File: src/rtl/gptimer_chan.sv
module gptimer_chan #(
  parameter int W  = 32,
  parameter int AW = 4
) (
  input  logic          clk,
  input  logic          rst_n,
  input  logic          wr_en,
  input  logic [AW-1:0] addr,
  input  logic [W-1:0]  wdata,
  output logic [W-1:0]  rdata,
  output logic          irq
);
  localparam logic [AW-1:0] A_CTL  = AW'(0);
  localparam logic [AW-1:0] A_MODE = AW'(1);
  localparam logic [AW-1:0] A_LOAD = AW'(2);
  localparam logic [AW-1:0] A_CMP  = AW'(3);
  localparam logic [AW-1:0] A_CNT  = AW'(4);
  localparam logic [AW-1:0] A_MSK  = AW'(5);
  localparam logic [AW-1:0] A_RAW  = AW'(6);
  localparam logic [AW-1:0] A_MIS  = AW'(7);
  localparam logic [AW-1:0] A_CLR  = AW'(8);
  localparam logic [1:0] M_ONCE = 2'd1;
  localparam logic [1:0] M_REP  = 2'd2;

  logic         en, up, mie, msk_to, msk_mt, st_to, st_mt;
  logic [1:0]   mode;
  logic [W-1:0] load, cmp, cnt;

  logic wr_ctl, wr_clr, cfg_ok, run, at_term, to_evt, mt_evt;
  logic [W-1:0] start;

  assign wr_ctl  = wr_en && addr == A_CTL;
  assign wr_clr  = wr_en && addr == A_CLR;
  assign cfg_ok  = wr_en && !en;
  assign run     = en && (mode == M_ONCE || mode == M_REP);
  assign start   = up ? '0 : load;
  assign at_term = up ? (cnt == load) : (cnt == '0);
  assign to_evt  = run && !wr_ctl && at_term;
  assign mt_evt  = run && !wr_ctl && mie && cnt == cmp;

  always_ff @(posedge clk) begin
    if (!rst_n) begin
      en   <= 1'b0;
      mode <= '0;
      up   <= 1'b0;
      mie  <= 1'b0;
      load <= '0;
      cmp  <= '0;
      cnt  <= '0;
    end else begin
      if (cfg_ok && addr == A_MODE) begin
        mode <= wdata[1:0];
        up   <= wdata[4];
        mie  <= wdata[5];
      end
      if (cfg_ok && addr == A_LOAD) load <= wdata;
      if (wr_en && addr == A_CMP) cmp <= wdata;

      if (wr_ctl) begin
        en <= wdata[0];
        if (wdata[0] && !en) cnt <= start;
      end else if (run) begin
        if (at_term) begin
          if (mode == M_REP) cnt <= start;
          else en <= 1'b0;
        end else begin
          cnt <= up ? cnt + 1'b1 : cnt - 1'b1;
        end
      end
    end
  end

  always_ff @(posedge clk) begin
    if (!rst_n) begin
      msk_to <= 1'b0;
      msk_mt <= 1'b0;
      st_to  <= 1'b0;
      st_mt  <= 1'b0;
    end else begin
      if (wr_en && addr == A_MSK) begin
        msk_to <= wdata[0];
        msk_mt <= wdata[4];
      end
      st_to <= to_evt || (st_to && !(wr_clr && wdata[0]));
      st_mt <= mt_evt || (st_mt && !(wr_clr && wdata[4]));
    end
  end

  always_comb begin
    case (addr)
      A_CTL:   rdata = W'(en);
      A_MODE:  rdata = W'({mie, up, 2'b00, mode});
      A_LOAD:  rdata = load;
      A_CMP:   rdata = cmp;
      A_CNT:   rdata = cnt;
      A_MSK:   rdata = W'({msk_mt, 3'b000, msk_to});
      A_RAW:   rdata = W'({st_mt, 3'b000, st_to});
      A_MIS:   rdata = W'({st_mt & msk_mt, 3'b000, st_to & msk_to});
      default: rdata = '0;
    endcase
  end

  assign irq = (st_to && msk_to) || (st_mt && msk_mt);
endmodule

File: config.mk
export PLATFORM = sky130hd
export DESIGN_NAME = gptimer_chan
export DESIGN_NICKNAME = d
export VERILOG_FILES = /design/src/rtl/gptimer_chan.sv
export SDC_FILE = /design/constraint.sdc
export NUM_CORES = 1
export LEC_CHECK = 0
export ABC_AREA = 1
export BUFFER_PORTS_ARGS = -buffer_cell sky130_fd_sc_hd__buf_4
export CORE_ASPECT_RATIO = 1.1
export CORE_MARGIN = 5
export CORE_UTILIZATION = 40
export DETAILED_ROUTE_END_ITERATION = 6
export GPL_TIMING_DRIVEN = 0
export PLACE_DENSITY_LB_ADDON = 0.05
export SYNTH_ARGS = -nofsm -noshare
export SYNTH_HDL_FRONTEND = slang
export SYNTH_SLANG_ARGS = --single-unit
File: constraint.sdc
create_clock -name clk -period 4.8 [get_ports clk]
set_input_delay 0.96 -clock clk [delete_from_list [all_inputs] [get_ports clk]]
set_output_delay 0.96 -clock clk [all_outputs]
set_load 0.01 [all_outputs]
# [Yosys cells after proc, flatten, opt, wreduce, memory -nomap -nowiden]
# Index checks and enable logic that the tools add are counted.
[word_totals] mem_count=0 latch_bits=0 mem_bits_rw=0 word_cells=76 romBits=0 input_bits=39 ff_bits=105 output_inout_bits=33
[op_classes] shift=0 bitwise_logic=2 magnitude_cmp=0 n_mux=13 n_eq_ne=15 div_mod_pow=0 n_reduce_logical=33 addsub=2 multipliers=0
[op_table] operator="one-hot mux 32 bit (8 select lines)" count=1
[op_table] operator="two-way mux 32 bit" count=7
[op_table] operator="== test 32 bit" count=2
[op_table] operator="adder 32 x 1 -> 32 bit (second input constant)" count=1
[op_table] operator="zero test 32 bit" count=1
[op_table] operator="subtractor 32 x 1 -> 32 bit (second input constant)" count=1
[op_table] operator="logical AND 1 bit" count=19
[op_table] operator="== test 4 x 3 -> 1 bit (second input constant)" count=4
[op_table] operator="== test 4 x 2 -> 1 bit (second input constant)" count=2
[op_table] operator="AND reduction 3 bit" count=2
[op_table] operator="two-way mux 1 bit" count=5
[op_table] operator="== test 4 x 1 -> 1 bit (second input constant)" count=1
[op_table] operator="== test 4 bit (second input constant)" count=1
[op_table] operator="zero test 1 bit" count=4
[op_table] operator="zero test 4 bit" count=1
[op_table] operator="logical OR 1 bit" count=4
[op_table] operator="nonzero test 2 bit" count=2
[op_table] operator="inequality test 3 x 2 -> 1 bit (second input constant)" count=1
[op_table] operator="bitwise AND 1 bit" count=2
[op_table] operator="== test 2 x 1 -> 1 bit (second input constant)" count=1
[op_table] operator="== test 2 bit (second input constant)" count=1
[op_table] operator="inequality test 2 x 1 -> 1 bit (second input constant)" count=1
[op_table] operator="inequality test 2 bit (second input constant)" count=1

# [Logic depth before layout (Yosys ltp)]
[logic_depth] word_depth=7 mapped_depth=18 mapped_depth_nobuf=16

# [Worst setup path after synthesis]
# No wires, ideal clock.
[synth_timing] kind="register -> register" start="register up" end="register cnt[17]" stages_incl_launch_ff=15 synth_period_minus_slack_ps=3291 setup_slack_ps=1509 path_buffers=2 arrival_ps=3179 setup_ps=112 required_time_ps=4688 path_cell_list="dfxtp_1 -> inv_1 -> clkbuf_1 -> clkbuf_1 -> ha_1 -> or2_2 -> nand3_1 -> nand2_1 -> nand2_1 -> nand2_1 -> a21oi_1 -> xor2_1 -> nor2_1 -> nor2_1 -> nor2_2"
[synth_via] elab_chain_len=5 word_cells_on_any_way=10 cone_classes="eq/ne: 1; mux: 8; reduce/logical: 1"
[synth_rtl] element="start: declaration" line_no="25" rtl="logic en, up, mie, msk_to, msk_mt, st_to, st_mt;"
[synth_rtl] element="start signal: assignment" line_no="53" rtl="up <= wdata[4];"
[synth_rtl] element="two-way mux 32 bit" line_no="36" rtl="assign start = up ? '0 : load;"
[synth_rtl] element="two-way mux 32 bit" line_no="64" rtl="if (mode == M_REP) cnt <= start;"
[synth_rtl] element="two-way mux 32 bit" line_no="63" rtl="if (at_term) begin"
[synth_rtl] element="two-way mux 32 bit" line_no="62" rtl="end else if (run) begin"
[synth_rtl] element="two-way mux 32 bit" line_no="59" rtl="if (wr_ctl) begin"
[synth_rtl] element="end signal: assignment" line_no="61" rtl="if (wdata[0] && !en) cnt <= start;"
[synth_rtl] element="end signal: assignment" line_no="64"
[synth_rtl] element="end signal: assignment" line_no="67" rtl="cnt <= up ? cnt + 1'b1 : cnt - 1'b1;"
[synth_rtl] element="end: declaration" line_no="27" rtl="logic [W-1:0] load, cmp, cnt;"
# Several ways; a longest one is shown, not always the timed one. The select of a mux whose other input is x is not followed.
# A chain may end at the register's enable or synchronous reset.

# [Worst setup path after layout]
[layout_timing] start="input addr[3]" end="output rdata[18]"
[layout_via] elab_chain_len=2 word_cells_on_any_way=9 cone_classes="eq/ne: 7; mux: 1; reduce/logical: 1"
[layout_rtl] element="start: declaration" line_no="8" rtl="input logic [AW-1:0] addr,"
[layout_rtl] element="== test 4 x 3 -> 1 bit (tied with other cells)" line_no="90" rtl="case (addr)"
[layout_rtl] element="one-hot mux 32 bit (8 select lines) *" line_no="90"
[layout_rtl] element="end: declaration" line_no="10" rtl="output logic [W-1:0] rdata,"
# Every way passes the cells marked *; elsewhere a longest branch is shown, timed or not.

==> flow_summary.json <==
{
  "status": "complete, no violations",
  "cp_max_fo": 10,
  "cap_violations": 0,
  "stdcell_count": 1798,
  "grt_max_degree": 28,
  "fp.dieH_um": 163,
  "diodes": 0,
  "maxSlewHeadroom_pct": 48.3,
  "area.growth.synth_to_final_pct": 14.4,
  "crit_path_max_incr_delay_ns": 0.64,
  "cp.required_ns": 3.84,
  "cts_root_buffer": "clkbuf_16",
  "fillerInstances": 2292,
  "ios": 72,
  "powerDensity_nw_per_um2": 219,
  "wl_mm": 34.7,
  "fin_skew_ns": 0.00906,
  "synth_top_cell_area_share_pct": 24.8,
  "clk_path_buf_depth": 2,
  "start_util_pct": 40.9,
  "slew_viol_final": 0,
  "ant_nets": 0,
  "rsz0062_at_grt": "no",
  "rows": 55,
  "setup_tns_ns": 0,
  "synth_top_area_cell": "dfxtp_1",
  "netlist_top_cells_area": "dfxtp_1, nand2_1, inv_1, a21oi_1, nor2_1",
  "grt_pass1_wl_mm": 52.2,
  "synth-seq-cells": 105,
  "synth_fp_nets": 1497,
  "core-area_um2": 20700,
  "dr.pass1.iters": 5,
  "ys_seq_area_share_pct": 24.8,
  "holdBufCountCts": 0,
  "gp_congestion": 0.974,
  "end_kind": "output pin",
  "yosysWarnings": 0,
  "synth_flop_cell": "dfxtp_1",
  "finalCriticalPeriod_ns": 3.87,
  "start_kind": "primary input",
  "synth.cell_area_um2": 8480,
  "cts_tree": "yes",
  "grt_overflow_total": 0,
  "dp.final_hpwl_mm": 28.8,
  "die_area_um2": 24200,
  "htreeDepth": 3,
  "synthesis.instances": 1426,
  "power_leakage_uw": 0.00486,
  "drc": 0,
  "final_nets": 1579,
  "die_w_um": 149,
  "synth.avg_cell_area_um2": 5.95,
  "clkTransAtPathRegs_ns": 0.07,
  "dr_total_vias": 9498,
  "cts_sinks": 105,
  "antenna_found_initial": 0,
  "clk_latency_ns": 0.36,
  "routed_via_density": 5.28,
  "postCtsSetupBuffers": 0,
  "hold_viol_final": 0,
  "drtIter0Drc": 807,
  "grt_pass1_vias": 9178,
  "crit_type": "primary input to output pin",
  "cpMostUsedCell": "buf_4",
  "hold_path.class": "register to register",
  "synth-async-reset-ratio_pct": 0,
  "crit_chain": "buf_4, nor2_2, inv_1, nor3_2, clkbuf_1, nand2_1, o221ai_1, buf_4",
  "min_period_over_period_pct": 80.6,
  "cts_resized": 0,
  "grt_use_total_pct": 28.2,
  "port_buffers": 70,
  "layout-drive-gt1-share_pct": 9.98,
  "wl_per_cell_um": 19.3,
  "cp.arrival_ns": 2.91,
  "place_inst": 1782,
  "synth_cell_types": 40,
  "clock.fmax_ghz": 0.258,
  "ir_worst_vdd_uv": 142,
  "worst_pin_slew_ns": 0.770,
  "setup_violations": 0,
  "synth_edf_count": 0,
  "slowest_stage": "clkbuf_1",
  "numCtsBuffers": 9
}
==> cell usage in the layout, fill, tap and decap left out, types with 13 or more instances in the layout <==
master    instances
inv_1           180
a21oi_1         125
dfxtp_1         105
ha_1             31
nand2_1         422
xnor2_1          24
nor2_2           13
nor2_1          154
buf_4            75
inv_2            15
nand3_1          71
xor2_1           18
o221ai_1         29
o21ai_0          87
o22ai_1          18
nand4_1          27
clkbuf_1         30
==> registers in the layout (all words and copies together) (netlist names) <==
| register | cells |
|---|---|
| cnt | 32 |
| cmp | 32 |
| st_mt | 1 |
| msk_to | 1 |
| up | 1 |
| mie | 1 |
| msk_mt | 1 |
| mode | 2 |
| en | 1 |
| st_to | 1 |
| load | 32 |
==> cell families after synthesis <==
logic type,share of synthesized area (%)
adders and majority gates,4.81
DFF,24.8
buffers and inverters,11.7
xor gates and xnor gates,4.34
AOI/OAI and AO/OA,18.0
and+or+nand+nor,36.3
==> synthesized netlist by cell type (18+ instances only) <==
library cell,number
nand3_1,71
xnor2_1,24
nand2_1,422
a21oi_1,125
inv_1,180
o21ai_0,87
o221ai_1,29
xor2_1,18
clkbuf_1,31
dfxtp_1,105
ha_1,31
nor2_1,154
nand4_1,27
o22ai_1,18
==> per-stage QoR <==
stage	area (um^2)	hold WS, ns	utilization, %	power (uW)	setup slack (ns)
floorplan	8480	0.450	-	1190	1.51
global placement	9360	0.480	45.2	1340	0.329
detailed placement	9380	0.482	45.3	1340	0.982
CTS	9700	0.493	46.8	2120	0.978
global route	9700	0.522	46.8	2210	0.792
finish	9700	0.492	46.8	2120	0.929
==> power breakdown <==
group	internal [uW]	total [uW]	switching, uW
Combinational	137	426	289
Sequential	884	898	14.1
Clock	437	799	362
==> critical path: cells and delay by family <==
kind	cells	cell delay (ns)
buf+inv	4	1.05
simple gates	3	0.75
compound gates	1	0.14
==> per-layer routing <==
metal / track usage, % / vias to the layer above / share of wire [%]
met3: 2.39 / 87 / 5.6
met1: 36.8 / 4244 / 43
met4: 13.0 / 0 / 5.2
met5: 0 / - / 0
li1: - / 4797 / -
met2: 47.2 / 370 / 46
==> layout make-up <==
cell class | count | area, um^2 | area share [%]
buffer | 53 | 258 | 2.66
multi-input combinational | 1072 | 5390 | 55.5
clock buffer | 11 | 253 | 2.61
inverter | 196 | 736 | 7.59
clock inverter | 5 | 62.6 | 0.645
sequential | 105 | 2100 | 21.7
tap | 285 | 357 | 3.68
timing repair buffer | 71 | 546 | 5.63
==> path summary, 6_finish.rpt <==
kind	startpoint	endpoint	slack (ns)	cells past startpoint
max	addr[3]	rdata[18]	0.93	8
min	cmp[8]	cmp[8]	0.49	2
max reg2reg	up	cnt[30]	1.52	14
min reg2reg	cmp[8]	cmp[8]	0.49	2
Note: power is estimated with default switching activity, not from simulation.
